--- src/rtl/gpio_irq_port.sv ---
module gpio_irq_port #(
  parameter int NPINS  = 32,
  parameter int ADDR_W = 6
) (
  input  logic              clk,
  input  logic              rst_n,
  input  logic              bus_wr,
  input  logic [ADDR_W-1:0] bus_addr,
  input  logic [NPINS-1:0]  bus_wdata,
  output logic [NPINS-1:0]  bus_rdata,
  input  logic [NPINS-1:0]  pad_in,
  output logic [NPINS-1:0]  pad_out,
  output logic [NPINS-1:0]  pad_oe,
  output logic              irq_lo,
  output logic              irq_hi
);

  localparam int HALF = NPINS / 2;
  localparam logic [ADDR_W-1:0] A_DOUT = ADDR_W'(8'h00);
  localparam logic [ADDR_W-1:0] A_DIR  = ADDR_W'(8'h04);
  localparam logic [ADDR_W-1:0] A_PAD  = ADDR_W'(8'h08);
  localparam logic [ADDR_W-1:0] A_MLO  = ADDR_W'(8'h0C);
  localparam logic [ADDR_W-1:0] A_MHI  = ADDR_W'(8'h10);
  localparam logic [ADDR_W-1:0] A_EN   = ADDR_W'(8'h14);
  localparam logic [ADDR_W-1:0] A_STAT = ADDR_W'(8'h18);
  localparam logic [ADDR_W-1:0] A_ANY  = ADDR_W'(8'h1C);

  logic [NPINS-1:0] dout_q, dir_q, mlo_q, mhi_q, en_q, stat_q, any_q;
  logic [NPINS-1:0] s1_q, s2_q, prev_q;
  logic [NPINS-1:0] hit, clr;

  assign clr = (bus_wr && bus_addr == A_STAT) ? bus_wdata : '0;

  always_ff @(posedge clk or negedge rst_n) begin
    if (!rst_n) begin
      dout_q <= '0;
      dir_q  <= '0;
      mlo_q  <= '0;
      mhi_q  <= '0;
      en_q   <= '0;
      any_q  <= '0;
    end else if (bus_wr) begin
      case (bus_addr)
        A_DOUT:  dout_q <= bus_wdata;
        A_DIR:   dir_q  <= bus_wdata;
        A_MLO:   mlo_q  <= bus_wdata;
        A_MHI:   mhi_q  <= bus_wdata;
        A_EN:    en_q   <= bus_wdata;
        A_ANY:   any_q  <= bus_wdata;
        default: ;
      endcase
    end
  end

  always_ff @(posedge clk or negedge rst_n) begin
    if (!rst_n) begin
      s1_q   <= '0;
      s2_q   <= '0;
      prev_q <= '0;
    end else begin
      s1_q   <= pad_in;
      s2_q   <= s1_q;
      prev_q <= s2_q;
    end
  end

  for (genvar p = 0; p < NPINS; p++) begin : g_pin
    logic [1:0] mode;
    if (p < HALF) begin : g_lo
      assign mode = mlo_q[2*p +: 2];
    end else begin : g_hi
      assign mode = mhi_q[2*(p-HALF) +: 2];
    end
    assign hit[p] = any_q[p]     ? (s2_q[p] ^ prev_q[p]) :
                    (mode == 2'd0) ? ~s2_q[p] :
                    (mode == 2'd1) ?  s2_q[p] :
                    (mode == 2'd2) ? (s2_q[p] & ~prev_q[p]) :
                                     (~s2_q[p] & prev_q[p]);
  end

  always_ff @(posedge clk or negedge rst_n) begin
    if (!rst_n) stat_q <= '0;
    else        stat_q <= (stat_q & ~clr) | hit;
  end

  always_comb begin
    case (bus_addr)
      A_DOUT:  bus_rdata = dout_q;
      A_DIR:   bus_rdata = dir_q;
      A_PAD:   bus_rdata = s2_q;
      A_MLO:   bus_rdata = mlo_q;
      A_MHI:   bus_rdata = mhi_q;
      A_EN:    bus_rdata = en_q;
      A_STAT:  bus_rdata = stat_q;
      A_ANY:   bus_rdata = any_q;
      default: bus_rdata = '0;
    endcase
  end

  assign pad_out = dout_q;
  assign pad_oe  = dir_q;
  assign irq_lo  = |(stat_q[HALF-1:0] & en_q[HALF-1:0]);
  assign irq_hi  = |(stat_q[NPINS-1:HALF] & en_q[NPINS-1:HALF]);


  stat_clear_only_by_write_chk: assert property (@(posedge clk) disable iff (!rst_n)
    ((~stat_q & $past(stat_q)) & ~$past(clr)) == '0);


  dout_write_chk: assert property (@(posedge clk) disable iff (!rst_n)
    (bus_wr && bus_addr == A_DOUT) |=> pad_out == $past(bus_wdata));


  dir_write_chk: assert property (@(posedge clk) disable iff (!rst_n)
    (bus_wr && bus_addr == A_DIR) |=> pad_oe == $past(bus_wdata));


  irq_quiet_when_disabled_chk: assert property (@(posedge clk) disable iff (!rst_n)
    (en_q == '0) |-> (!irq_lo && !irq_hi));


  unmapped_read_zero_chk: assert property (@(posedge clk) disable iff (!rst_n)
    (bus_addr > A_ANY) |-> bus_rdata == '0);


  any_edge_sets_chk: assert property (@(posedge clk) disable iff (!rst_n)
    ((any_q & (s2_q ^ prev_q)) != '0) |=> ((stat_q & $past(any_q & (s2_q ^ prev_q))) == $past(any_q & (s2_q ^ prev_q))));

endmodule

--- config.mk ---
export PLATFORM = sky130hd
export DESIGN_NAME = gpio_irq_port
export DESIGN_NICKNAME = d
export VERILOG_FILES = /design/src/rtl/gpio_irq_port.sv
export SDC_FILE = /design/constraint.sdc
export NUM_CORES = 1
export LEC_CHECK = 0
export ABC_CLOCK_PERIOD_IN_PS = 1150
export BUFFER_PORTS_ARGS = -buffer_cell sky130_fd_sc_hd__clkbuf_2
export CAP_MARGIN = 20
export CORE_MARGIN = 8
export CORE_UTILIZATION = 30
export DETAILED_ROUTE_END_ITERATION = 12
export SETUP_SLACK_MARGIN = 0.05
export SKIP_CTS_REPAIR_TIMING = 1
export SLEW_MARGIN = 15
export SYNTH_ARGS = -nofsm -noshare
export SYNTH_HDL_FRONTEND = slang
export SYNTH_SLANG_ARGS = --single-unit
--- constraint.sdc ---
create_clock -name clk -period 1.15 [get_ports clk]
set_input_delay 0.0575 -clock clk [delete_from_list [all_inputs] [get_ports clk]]
set_output_delay 0.0575 -clock clk [all_outputs]
set_load 0.02 [all_outputs]
==> results by group, run 1 <==
Setup path
  • Critical path class: flop to output port
  • Crit path capture type: output port
  • Ordered list of cells on the worst path: a22o_1, a221oi_2, nand4_1, buf_6
  • Worst reg2reg setup slack: -0.23 ns
  • Critical-path top delay cell: dfrtp_1
  • Dominant delay contributor by cell family on the critical path: compound AO/OA/AOI/OAI gates
  • Crit path arrival time: 2.04 ns
  • Crit path largest cell delay: 0.39 ns
  • Worst path bufs/invs: 1
  • Required @ worst endpoint: 1.09 ns
  • Crit Path Max Fanout: 2
  • Nature of the critical path startpoint: flop

Synth
  • Proportion of synthesized chip area in sequential cells: 52.28%
  • Post-synth EDFFs: 0
  • Gate Count Post-Synth: 1200
  • Seq cells post-synth: 320
  • Number of unique standard cell types used by synthesis: 32
  • Largest cells by area after synthesis: dfrtp_1 (52%), mux2_2 (12%), mux2i_1 (10%), ha_1 (5.2%), mux2_4 (2.9%)
  • Count of warnings emitted by yosys: 0
  • Flip-flop cell with the highest count after synthesis: dfrtp_1
  • Syn nets: 1337
  • Share of synthesized flip-flops with an asynchronous set or reset: 100.0%
  • Average instance area after synthesis: 12.76 um2
  • Synthesized area: 15320 um2
  • Largest area contributor in the netlist: dfrtp_1
  • Portion of synthesized cell area occupied by the leading cell type: 52.28%

Timing
  • Max Transition Viols Final: 0
  • Fmax: 477.0 MHz
  • Tightest slew margin relative to the limit: 69.99%
  • Worst clock skew: 0.02305 ns
  • Unrepaired setup endpoints after global routing: true
  • Final period util: 182.3%
  • Worst-case setup margin in the final layout: -0.9464 ns
  • Setup Viol. Count Final: 128
  • Setup TNS: -30.15 ns
  • Fin crit period: 2.096 ns
  • Tightest Pin Transition: 0.4487 ns
  • Total count of hold-check failures in the final report: 0

Layout
  • Number of standard cells in the final layout excluding fillers: 2439
  • Number of diodes: 0
  • Number of nets in the layout: 1869
  • Final instance area: 22900 um2
  • Share of layout cells above drive strength 1: 49.06%
  • Layout area overhead: 49.51%
  • Filler cells: 4617

Power and ir drop
  • Sequential share of power: 40.3%
  • Total power: 0.03272 W
  • Leakage component of the power: 10.88 nW
  • Net switching fraction of the power: 27.48%
  • Internal power: 0.02373 W
  • Power per cell area: 1429 nW/um2
  • Comb pwr share: 22.7%
  • NetSw: 0.008991 W
  • Maximum VDD drop: 1039 uV
  • Fraction of power consumed by the clock network: 37.0%

Worst hold path
  • Kind of path behind the tightest hold check: input pin to async pin

GRT
  • Antenna violations before repair: 0
  • Vias in the first global route: 11929
  • Pin count of the biggest net entering global routing: 60
  • Residual overflow from global routing: 0
  • Wire length of the first global-routing pass: 71040 um
  • All-layer global routing usage: 15.44%

Route
  • Wire per inst: 19.64 um
  • Count of unresolved DRC violations after routing: 0
  • Vias/cell: 4.747
  • Iteration-0 DRC Markers: 580
  • Via count: 11579
  • Antenna Nets Post-Route: 0
  • First-pass iteration count of the detailed router: 5
  • Overall routed net length: 47890 um

Status
  • Result of the run: complete, but fails checks
  • Violations in the final reports: negative setup slack

Clock tree
  • Root buffer cell: clkbuf_16
  • CTS tree: done
  • Clock latency on the worst-skew pair: 0.56 ns
  • CTS H-tree depth: 2
  • Clock transition at the registers of the reported paths: 0.06 ns
  • TritonCTS buffer count: 39
  • CTS max path bufs: 3
  • Total number of clock tree sinks: 320

Placement
  • Placed instance count: 2275
  • PortBufs: 170
  • Worst Setup Slack post-DPL: -0.3725 ns
  • Half-perimeter wire length after placement: 33070 um
  • Global placer's final weighted congestion: 0.7789
  • Post-place instance area: 19300 um2

Floorplanning
  • Number of placement rows: 83
  • Die Width: 242.0 um
  • Height of the die: 242.0 um
  • Top-Level Pins: 171
  • Die outline area: 58540 um2
  • Initial core utilization: 30.10%
  • Core footprint: 50890 um2

Run
  • Number of maximum-capacitance violations: 0
## area by class of cell
type                    instances  area, um2  share of cell area [%]
repair buffers                541       5200                   22.71
flip-flops and latches        320       8043                   35.12
clock buffers                  54       1102                   4.814
well taps                     680      850.8                   3.716
multi-input cells             734       7202                   31.45
inverters                      96      360.3                   1.574
clock inverters                14      140.1                  0.6120
## Yosys cell counts, drive strengths merged (3+ instances only)
cell type  instances
or2               32
nand2             64
nor2               8
a21oi             26
mux2             192
a211oi            12
buf               38
nand3              3
and3               3
inv               96
a22o              34
ha                64
o22ai             64
clkbuf            12
a221oi             8
mux2i            160
xnor2             26
o21ai             26
dfrtp            320
a221o              6
## registers in the layout (all words and copies together), names as in the netlist
register / count
any_q: 32
pad_oe: 32
pad_out: 32
stat_q: 32
s1_q: 32
s2_q: 32
en_q: 32
mhi_q: 32
prev_q: 32
mlo_q: 32
## cells by family after synthesis
family	Yosys count	share of synthesized area, %
AOI/OAI and AO/OA	176	7.695
xor gates and xnor gates	26	1.487
adders and majority gates	64	5.228
buffers and inverters	146	4.264
DFF	320	52.28
muxes	352	25.31
and+or+nand+nor	116	3.733
## worst paths after layout
check                                startpoint                     to  cells past startpoint
max                        en_q[22]$_DFFE_PN0P_                 irq_hi                      4
max reg2reg                  s2_q[11]$_DFF_PN0_   stat_q[11]$_DFF_PN0_                      6
max in group asynchronous                 rst_n   stat_q[30]$_DFF_PN0_                      3
min in group clk                      pad_in[7]      s1_q[7]$_DFF_PN0_                      2
min reg2reg                  s1_q[26]$_DFF_PN0_     s2_q[26]$_DFF_PN0_                      0
min                                       rst_n  any_q[18]$_DFFE_PN0P_                      3
## power groups by stage
stage / registers [W] / clock network, W / logic (W)
final: 0.0132 / 0.0121 / 0.00742
after global routing: 0.0133 / 0.0129 / 0.00800
after CTS: 0.0131 / 0.0124 / 0.00622
after detailed placement: 0.0132 / 0 / 0.00619
after global placement: 0.0132 / 0 / 0.00606
after floorplan: 0.0137 / 0 / 0.00249
## worst reg2reg max path, stage by stage (launching register included)
cell and delay, ns:
dfrtp_2 0.41, buf_4 0.13, inv_1 0.03, ha_1 0.18
mux2i_1 0.16, a211oi_2 0.09, a221o_1 0.26
## cell usage in the layout (no fill, tap or decap), types with 6 or more instances in the layout
master	count
a211oi_2	7
a21oi_1	24
a221o_1	6
a221oi_2	7
a22o_1	34
buf_12	33
buf_4	172
buf_6	196
clkbuf_1	8
clkbuf_16	39
clkbuf_2	71
clkbuf_8	7
clkinv_2	6
dfrtp_1	292
dfrtp_2	28
dlygate4sd3_1	66
ha_1	47
ha_2	10
ha_4	7
inv_1	93
mux2_2	156
mux2_4	32
mux2i_1	134
mux2i_2	19
mux2i_4	7
nand2_1	64
nor2_1	7
o21ai_0	7
o21ai_1	19
o22ai_1	53
o22ai_2	10
or2_4	32
xnor2_1	24
## stage by stage
step                hold slack, ns  utilization, %
floorplan                  -0.2381               -
global placement          -0.09018           37.92
detailed placement        -0.08908           37.92
CTS                        -0.6765           40.37
global route                0.1383           45.00
finish                      0.1464           45.00
## routing by layer
metal	vias up	wire [um]	global-route usage [%]
met4	0	1507	5.818
met1	5856	21350	20.32
met5	-	0	0
met2	275	23090	25.16
li1	5360	-	-
met3	88	1950	2.734
No activity file was read; power rests on OpenSTA's default activity.
==> run 2, diff against run 1 <==
--- a/config.mk
+++ b/config.mk
@@ -10,6 +10,7 @@
 export CAP_MARGIN = 20
 export CORE_MARGIN = 8
 export CORE_UTILIZATION = 30
+export CTS_BUF_LIST = sky130_fd_sc_hd__clkbuf_8 sky130_fd_sc_hd__clkbuf_16
 export DETAILED_ROUTE_END_ITERATION = 12
 export SETUP_SLACK_MARGIN = 0.05
 export SKIP_CTS_REPAIR_TIMING = 1
==> run 2 against run 1 <==
Effect of this change: the run still ends with negative setup slack left; fmax grew 0.41%; final cell count is the same; first-iteration DRC count shrank 5.5%; clock skew shrank 0.00060 ns; sequential cell count is the same; sequential share of layout area is the same; utilization is the same; total power shrank 0.23%; cell area is the same; setup slack gained 0.0085 ns; wire length is essentially flat; largest cell class unchanged; largest power group unchanged.
==> results by group, run 2 (synthesis results as in run 1) <==
Status
  • Result of the run: complete, but fails checks
  • Violations in the final reports: negative setup slack

Floorplanning
  • Die Width: 242.0 um (unchanged)
  • Number of placement rows: 83 (unchanged)
  • Initial core utilization: 30.10% (unchanged)
  • Top-Level Pins: 171 (unchanged)
  • Core footprint: 50890 um2 (unchanged)
  • Height of the die: 242.0 um (unchanged)
  • Die outline area: 58540 um2 (unchanged)

Timing
  • Unrepaired setup endpoints after global routing: true
  • Tightest slew margin relative to the limit: 70.04% (about the same)
  • Tightest Pin Transition: 0.4479 ns (-0.0007880 ns)
  • Worst clock skew: 0.02245 ns (-0.0006005 ns)
  • Fmax: 478.9 MHz (+0.41%)
  • Worst-case setup margin in the final layout: -0.9379 ns (+0.008453 ns)
  • Max Transition Viols Final: 0 (unchanged)
  • Setup Viol. Count Final: 128 (unchanged)
  • Total count of hold-check failures in the final report: 0 (unchanged)
  • Fin crit period: 2.088 ns (-0.008453 ns)
  • Final period util: 181.6% (-0.74 points)

GRT
  • All-layer global routing usage: 15.44% (unchanged)
  • Antenna violations before repair: 0 (unchanged)
  • Residual overflow from global routing: 0 (unchanged)
  • Pin count of the biggest net entering global routing: 60 (unchanged)
  • Vias in the first global route: 11929 (unchanged)
  • Wire length of the first global-routing pass: 71040 um (unchanged)

Clock tree
  • CTS H-tree depth: 2 (unchanged)
  • TritonCTS buffer count: 39 (unchanged)
  • Clock latency on the worst-skew pair: 0.56 ns (about the same)
  • CTS max path bufs: 3 (unchanged)
  • CTS tree: done
  • Root buffer cell: clkbuf_16
  • Total number of clock tree sinks: 320 (unchanged)
  • Clock transition at the registers of the reported paths: 0.06 ns (about the same)

Setup path
  • Capturing point of the worst reg2reg path: stat_q[11]$_DFF_PN0_
  • Critical path class: flop to output port
  • Worst reg2reg setup slack: -0.23 ns (about the same)
  • Worst path bufs/invs: 1 (unchanged)
  • Crit path arrival time: 2.03 ns (about the same)
  • Nature of the critical path startpoint: flop
  • Crit path capture type: output port
  • Depth of the worst register-to-register path: 6 (unchanged)
  • Crit Path Max Fanout: 2 (unchanged)
  • Origin of the critical flop-to-flop path: s2_q[11]$_DFF_PN0_
  • Ordered list of cells on the worst path: a22o_1, a221oi_2, nand4_1, buf_6
  • Critical-path top delay cell: dfrtp_1
  • Dominant delay contributor by cell family on the critical path: compound AO/OA/AOI/OAI gates
  • Crit path largest cell delay: 0.39 ns (about the same)
  • Required @ worst endpoint: 1.09 ns (about the same)

Power and ir drop
  • Power per cell area: 1426 nW/um2 (-0.23%)
  • Total power: 0.03265 W (-0.23%)
  • Maximum VDD drop: 1018 uV (-2.0%)
  • Leakage component of the power: 10.91 nW (+0.31%)

Route
  • Vias/cell: 4.723 (-0.51%)
  • Via count: 11520 (-0.51%)
  • Wire per inst: 19.65 um (about the same)
  • Iteration-0 DRC Markers: 548 (-5.5%)
  • Antenna Nets Post-Route: 0 (unchanged)
  • First-pass iteration count of the detailed router: 5 (unchanged)
  • Overall routed net length: 47920 um (about the same)
  • Count of unresolved DRC violations after routing: 0 (unchanged)

Layout
  • Area of the multi-input gates: 7202 um2 (unchanged)
  • Commonest cells after routing, fill and taps aside: dfrtp_1 (292), buf_6 (196), buf_4 (172), mux2_2 (156), mux2i_1 (134)
  • Layout area overhead: 49.51% (unchanged)
  • Number of nets in the layout: 1869 (unchanged)
  • Most common cell after layout, fill and taps aside: dfrtp_1
  • Total area of sequential cells: 8043 um2 (unchanged)
  • Filler cells: 4617 (unchanged)
  • Share of layout cells above drive strength 1: 49.06% (unchanged)
  • Number of diodes: 0 (unchanged)

Placement
  • Worst Setup Slack post-DPL: -0.3725 ns (unchanged)
  • Global placer's final weighted congestion: 0.7789 (unchanged)
  • Half-perimeter wire length after placement: 33070 um (unchanged)
  • PortBufs: 170 (unchanged)

Worst hold path
  • Kind of path behind the tightest hold check: input pin to async pin

Run
  • Number of maximum-capacitance violations: 0 (unchanged)
run 2: worst register-to-register path, stage by stage (launching register included):
cell and delay, ns:
dfrtp_2 0.41, buf_4 0.13, inv_1 0.03, ha_1 0.18, mux2i_1 0.16, a211oi_2 0.09
a221o_1 0.26
run 2: final cells by class:
type,instances,area share [%]
Clock inverter,22,0.7431
Multi-Input combinational cell,734,31.45
Sequential cell,320,35.12
Clock buffer,46,4.683
Tap cell,680,3.716
Timing Repair Buffer,541,22.71
Inverter,96,1.574
run 2: layer usage:
layer	track usage (%)	part of all wire (%)	up-vias
met2	25.16	48	245
met1	20.32	45	5829
li1	-	-	5355
met5	0	0	-
met3	2.734	3.9	91
met4	5.818	3.1	0
run 2: stage by stage:
| stage | instance area [um2] | util (%) | instances | setup TNS (ns) | hold WS, ns |
|---|---|---|---|---|---|
| 4_1_cts | 20540 | 40.37 | 2343 | -38.74 | -0.6765 |
| 3_3_place_gp | 19300 | 37.92 | 2275 | -61.79 | -0.09018 |
| 3_5_place_dp | 19300 | 37.92 | 2275 | -66.70 | -0.08908 |
| 2_1_floorplan | 15490 | - | 1200 | -5.631 | -0.2381 |
| 5_1_grt | 22900 | 45.00 | 2439 | -36.53 | 0.1381 |
| 6_report | 22900 | 45.00 | 2439 | -30.16 | 0.1433 |
run 2: worst max path at each step:
| stage | start | to | cells after the start |
|---|---|---|---|
| final | en_q[22]$_DFFE_PN0P_ | irq_hi | 4 |
| after global routing | en_q[28]$_DFFE_PN0P_ | irq_hi | 4 |
| after global placement | bus_addr[5] | bus_rdata[14] | 7 |
| after detailed placement | bus_addr[1] | stat_q[31]$_DFF_PN0_ | 6 |
| after floorplan | bus_addr[2] | stat_q[31]$_DFF_PN0_ | 7 |
| after CTS | stat_q[20]$_DFF_PN0_ | irq_hi | 5 |
run 2: power by group:
| part | total (W) | internal, W | switching [W] | leakage, nW |
|---|---|---|---|---|
| sequential | 0.0132 | 0.0124 | 0.000825 | 3.93 |
| combinational | 0.00743 | 0.00422 | 0.00321 | 6.34 |
| clock | 0.0120 | 0.00708 | 0.00495 | 0.643 |
==> run 3, diff against run 2 <==
--- a/config.mk
+++ b/config.mk
@@ -5,6 +5,7 @@
 export SDC_FILE = /design/constraint.sdc
 export NUM_CORES = 1
 export LEC_CHECK = 0
+export ABC_AREA = 1
 export ABC_CLOCK_PERIOD_IN_PS = 1150
 export BUFFER_PORTS_ARGS = -buffer_cell sky130_fd_sc_hd__clkbuf_2
 export CAP_MARGIN = 20
==> run 3 against run 2 <==
Effect of this change: the run ends with negative hold slack, negative setup slack left; highest routed layer unchanged; die area is 6.3% higher; setup slack gained 0.31 ns; final cell count rose by 34%; global-route usage up 2.0 points; worst hold slack worse by 0.16 ns; utilization down 1.0 points; cell area increased by 3.3%; largest cell class unchanged.
==> results by group, run 3 <==
Route
  • Overall routed net length: 58150 um (+21%)
  • Top layer reached by signal wires: met4
  • Wire per inst: 17.79 um (-9.5%)
  • WL met1: 24660 um (+15%)
  • Sum of met3 wire segment lengths after detailed routing: 3642 um (+95%)
  • Vias/cell: 4.932 (+4.4%)
  • Antenna Nets Post-Route: 0 (unchanged)
  • Count of unresolved DRC violations after routing: 0 (unchanged)
  • Routed length on met2: 28110 um (+22%)
  • Via count: 16124 (+40%)
  • First-pass iteration count of the detailed router: 6 (+1)
  • Iteration-0 DRC Markers: 1386 (+150%)

Clock tree
  • TritonCTS buffer count: 39 (unchanged)
  • Clock latency on the worst-skew pair: 0.55 ns (about the same)
  • Root buffer cell: clkbuf_16
  • CTS H-tree depth: 2 (unchanged)
  • Clock transition at the registers of the reported paths: 0.06 ns (about the same)
  • CTS tree: done
  • Total number of clock tree sinks: 320 (unchanged)
  • CTS max path bufs: 3 (unchanged)

Timing
  • Final Hold Slack: -0.01803 ns (-0.1613 ns)
  • Worst clock skew: 0.01606 ns (-0.006398 ns)
  • Tightest slew margin relative to the limit: 72.94% (+2.9 points)
  • Tightest Pin Transition: 0.4055 ns (-0.04247 ns)
  • Setup TNS: -20.62 ns (+9.537 ns)
  • Final period util: 154.2% (-27 points)
  • Setup Viol. Count Final: 121 (-5.5%)
  • Worst-case setup margin in the final layout: -0.6230 ns (+0.3149 ns)
  • Fmax: 564.0 MHz (+18%)
  • Unrepaired setup endpoints after global routing: true
  • Max Transition Viols Final: 0 (unchanged)
  • Total count of hold-check failures in the final report: 8 (+8)
  • Fin crit period: 1.773 ns (-0.3149 ns)

Worst hold path
  • Kind of path behind the tightest hold check: input pin to async pin

Synth
  • Share of synthesized flip-flops with an asynchronous set or reset: 100.0% (unchanged)
  • Portion of synthesized cell area occupied by the leading cell type: 48.98% (-3.3 points)
  • Synthesized area: 16350 um2 (+6.7%)
  • Largest area contributor in the netlist: dfrtp_1
  • Most common cell in the synthesized netlist: nand2_1
  • Portion of netlist area occupied by mux cells: 0% (-25 points)
  • Number of unique standard cell types used by synthesis: 20 (-38%)
  • Proportion of synthesized chip area in sequential cells: 48.98% (-3.3 points)
  • Most used standard cells in the synthesized netlist: nand2_1 (667), dfrtp_1 (320), inv_1 (318)
  • Average instance area after synthesis: 7.651 um2 (-40%)
  • Share of the synthesized area in compound gates (AO/OA/AOI/OAI): 6.918% (-0.78 points)
  • Largest cells by area after synthesis: dfrtp_1 (49%), nand2_1 (15%), inv_1 (7.3%), nand3_1 (5.3%), nand4_1 (5.2%)
  • Flip-flop cell with the highest count after synthesis: dfrtp_1
  • Simple-Gate Fraction of Synth Area: 29.20% (+25 points)
  • Main combinational cell family by area after synthesis: simple AND/OR/NAND/NOR gates
  • Xor/xnor share of the synthesized area: 0% (-1.5 points)
  • Gate Count Post-Synth: 2137 (+78%)
  • Adder-cell area share of the yosys netlist: 4.898% (-0.33 points)
  • Post-synth EDFFs: 0 (unchanged)
  • Seq cells post-synth: 320 (unchanged)
  • Count of warnings emitted by yosys: 0 (unchanged)
  • Syn nets: 2274 (+70%)

GRT
  • All-layer global routing usage: 17.42% (+2.0 points)
  • Wire length of the first global-routing pass: 86800 um (+22%)
  • Vias in the first global route: 15278 (+28%)
  • Pin count of the biggest net entering global routing: 63 (+5.0%)
  • Antenna violations before repair: 0 (unchanged)
  • Residual overflow from global routing: 0 (unchanged)

Setup path
  • Origin of the critical flop-to-flop path: s2_q[6]$_DFF_PN0_
  • Worst setup path end: irq_hi
  • Crit path arrival time: 1.72 ns (-0.31 ns)
  • Critical path class: flop to output port
  • Startpoint of the worst setup timing path: stat_q[18]$_DFF_PN0_
  • Depth of the worst register-to-register path: 8 (+2)
  • Required @ worst endpoint: 1.09 ns (about the same)
  • Worst reg2reg setup slack: -0.19 ns (+0.04 ns)
  • Crit Path Max Fanout: 2 (unchanged)
  • Capturing point of the worst reg2reg path: stat_q[6]$_DFF_PN0_
  • Nature of the critical path startpoint: flop
  • Crit path capture type: output port

Layout
  • Number of diodes: 0 (unchanged)
  • Layout area overhead: 44.70%
  • Commonest cells after routing, fill and taps aside: nand2_1 (612), dfrtp_1 (294), inv_1 (251), buf_4 (146), nand3_1 (145)
  • Share of layout cells above drive strength 1: 29.81% (-19 points)
  • Final core utilization: 43.96% (-1.0 points)
  • Most common cell after layout, fill and taps aside: nand2_1
  • Number of nets in the layout: 2685 (+44%)

Placement
  • Global placer's final weighted congestion: 0.8665 (+11%)
  • Half-perimeter wire length after placement: 40880 um (+24%)
  • PortBufs: 170 (unchanged)

Power and ir drop
  • Power per cell area: 1414 nW/um2 (-0.79%)
  • Leakage component of the power: 11.78 nW (+7.9%)
  • Maximum VDD drop: 862.4 uV (-15%)

Floorplanning
  • Height of the die: 249.5 um (+3.1%)
  • Number of placement rows: 85 (+2.4%)
  • Die outline area: 62230 um2 (+6.3%)
  • Top-Level Pins: 171 (unchanged)
  • Initial core utilization: 30.38% (+0.28 points)
  • Die Width: 249.5 um (+3.1%)
  • Core footprint: 53810 um2 (+5.8%)

Status
  • Result of the run: complete, but fails checks
  • Violations in the final reports: negative hold slack, negative setup slack

Run
  • Number of maximum-capacitance violations: 0 (unchanged)
==> run 3: cell count changes after synthesis, moves of 99 or more <==
| cell | before | now |
|---|---|---|
| mux2i_1 | 160 | 0 |
| nand2_1 | 64 | 667 |
| nand4_1 | 2 | 136 |
| nor2_1 | 7 | 106 |
| inv_1 | 96 | 318 |
| nand3_1 | 2 | 174 |
| mux2_2 | 158 | 0 |
==> run 3: worst min path at each step <==
stage	slack (ns)	cells after the start	startpoint	to
5_1_grt	0.003	2	rst_n	mlo_q[22]$_DFFE_PN0P_
3_5_place_dp	-0.04	1	rst_n	prev_q[24]$_DFF_PN0_
6_report	-0.02	2	rst_n	prev_q[24]$_DFF_PN0_
4_1_cts	-0.64	1	rst_n	prev_q[24]$_DFF_PN0_
2_1_floorplan	-0.24	0	rst_n	any_q[0]$_DFFE_PN0P_
3_3_place_gp	-0.04	1	rst_n	prev_q[24]$_DFF_PN0_
==> run 3: cells by family (layout without fill, tap and decap cells) <==
kind of cell,after synthesis,after routing
buffers and inverters,427,863
AND/OR/NAND/NOR,1100,1100
flip-flops,320,320
AO/OA/AOI/OAI,226,226
adder cells (fa/ha/maj),64,64
==> run 3: cell type report <==
class	instances	area [um2]
inverter	319	1230
multi-input combinational	1390	7687
tap	696	870.8
clock inverter	17	133.9
clock buffer	49	1136
sequential	320	8040
fill	5227	30160
timing repair buffer	478	4559
==> run 3: worst max-delay path: stages (launching register included) <==
cell and delay, ns:
dfrtp_1 0.39, nand2_1 0.09, nand4_1 0.11, a21oi_2 0.23, nand3_2 0.15, buf_2 0.20
==> run 3: where the power goes <==
| group | total [W] | switching [W] | internal (W) |
|---|---|---|---|
| combinational | 0.00729 | 0.00411 | 0.00318 |
| clock | 0.0123 | 0.00491 | 0.00738 |
| sequential | 0.0139 | 0.00131 | 0.0126 |
| total | 0.0335 | 0.0103 | 0.0231 |
==> run 3: layer usage <==
metal  global-route usage (%)  vias to the layer above
li1                         -                     7646
met1                    22.62                     7815
met2                    28.87                      559
met3                    3.149                      104
met4                    6.255                        0
met5                        0                        -
==> run 3: through the flow <==
| step | total power, W | cells | worst slack (ns) | cell area (um2) |
|---|---|---|---|---|
| after global placement | 0.01963 | 3090 | -0.3336 | 19740 |
| after detailed placement | 0.01984 | 3090 | -0.3853 | 19740 |
| after floorplan | 0.01677 | 2137 | 0.04250 | 16390 |
| final | 0.03346 | 3269 | -0.6230 | 23660 |
| after global routing | 0.03502 | 3269 | -0.7095 | 23660 |
| after CTS | 0.03225 | 3156 | -0.7273 | 21010 |
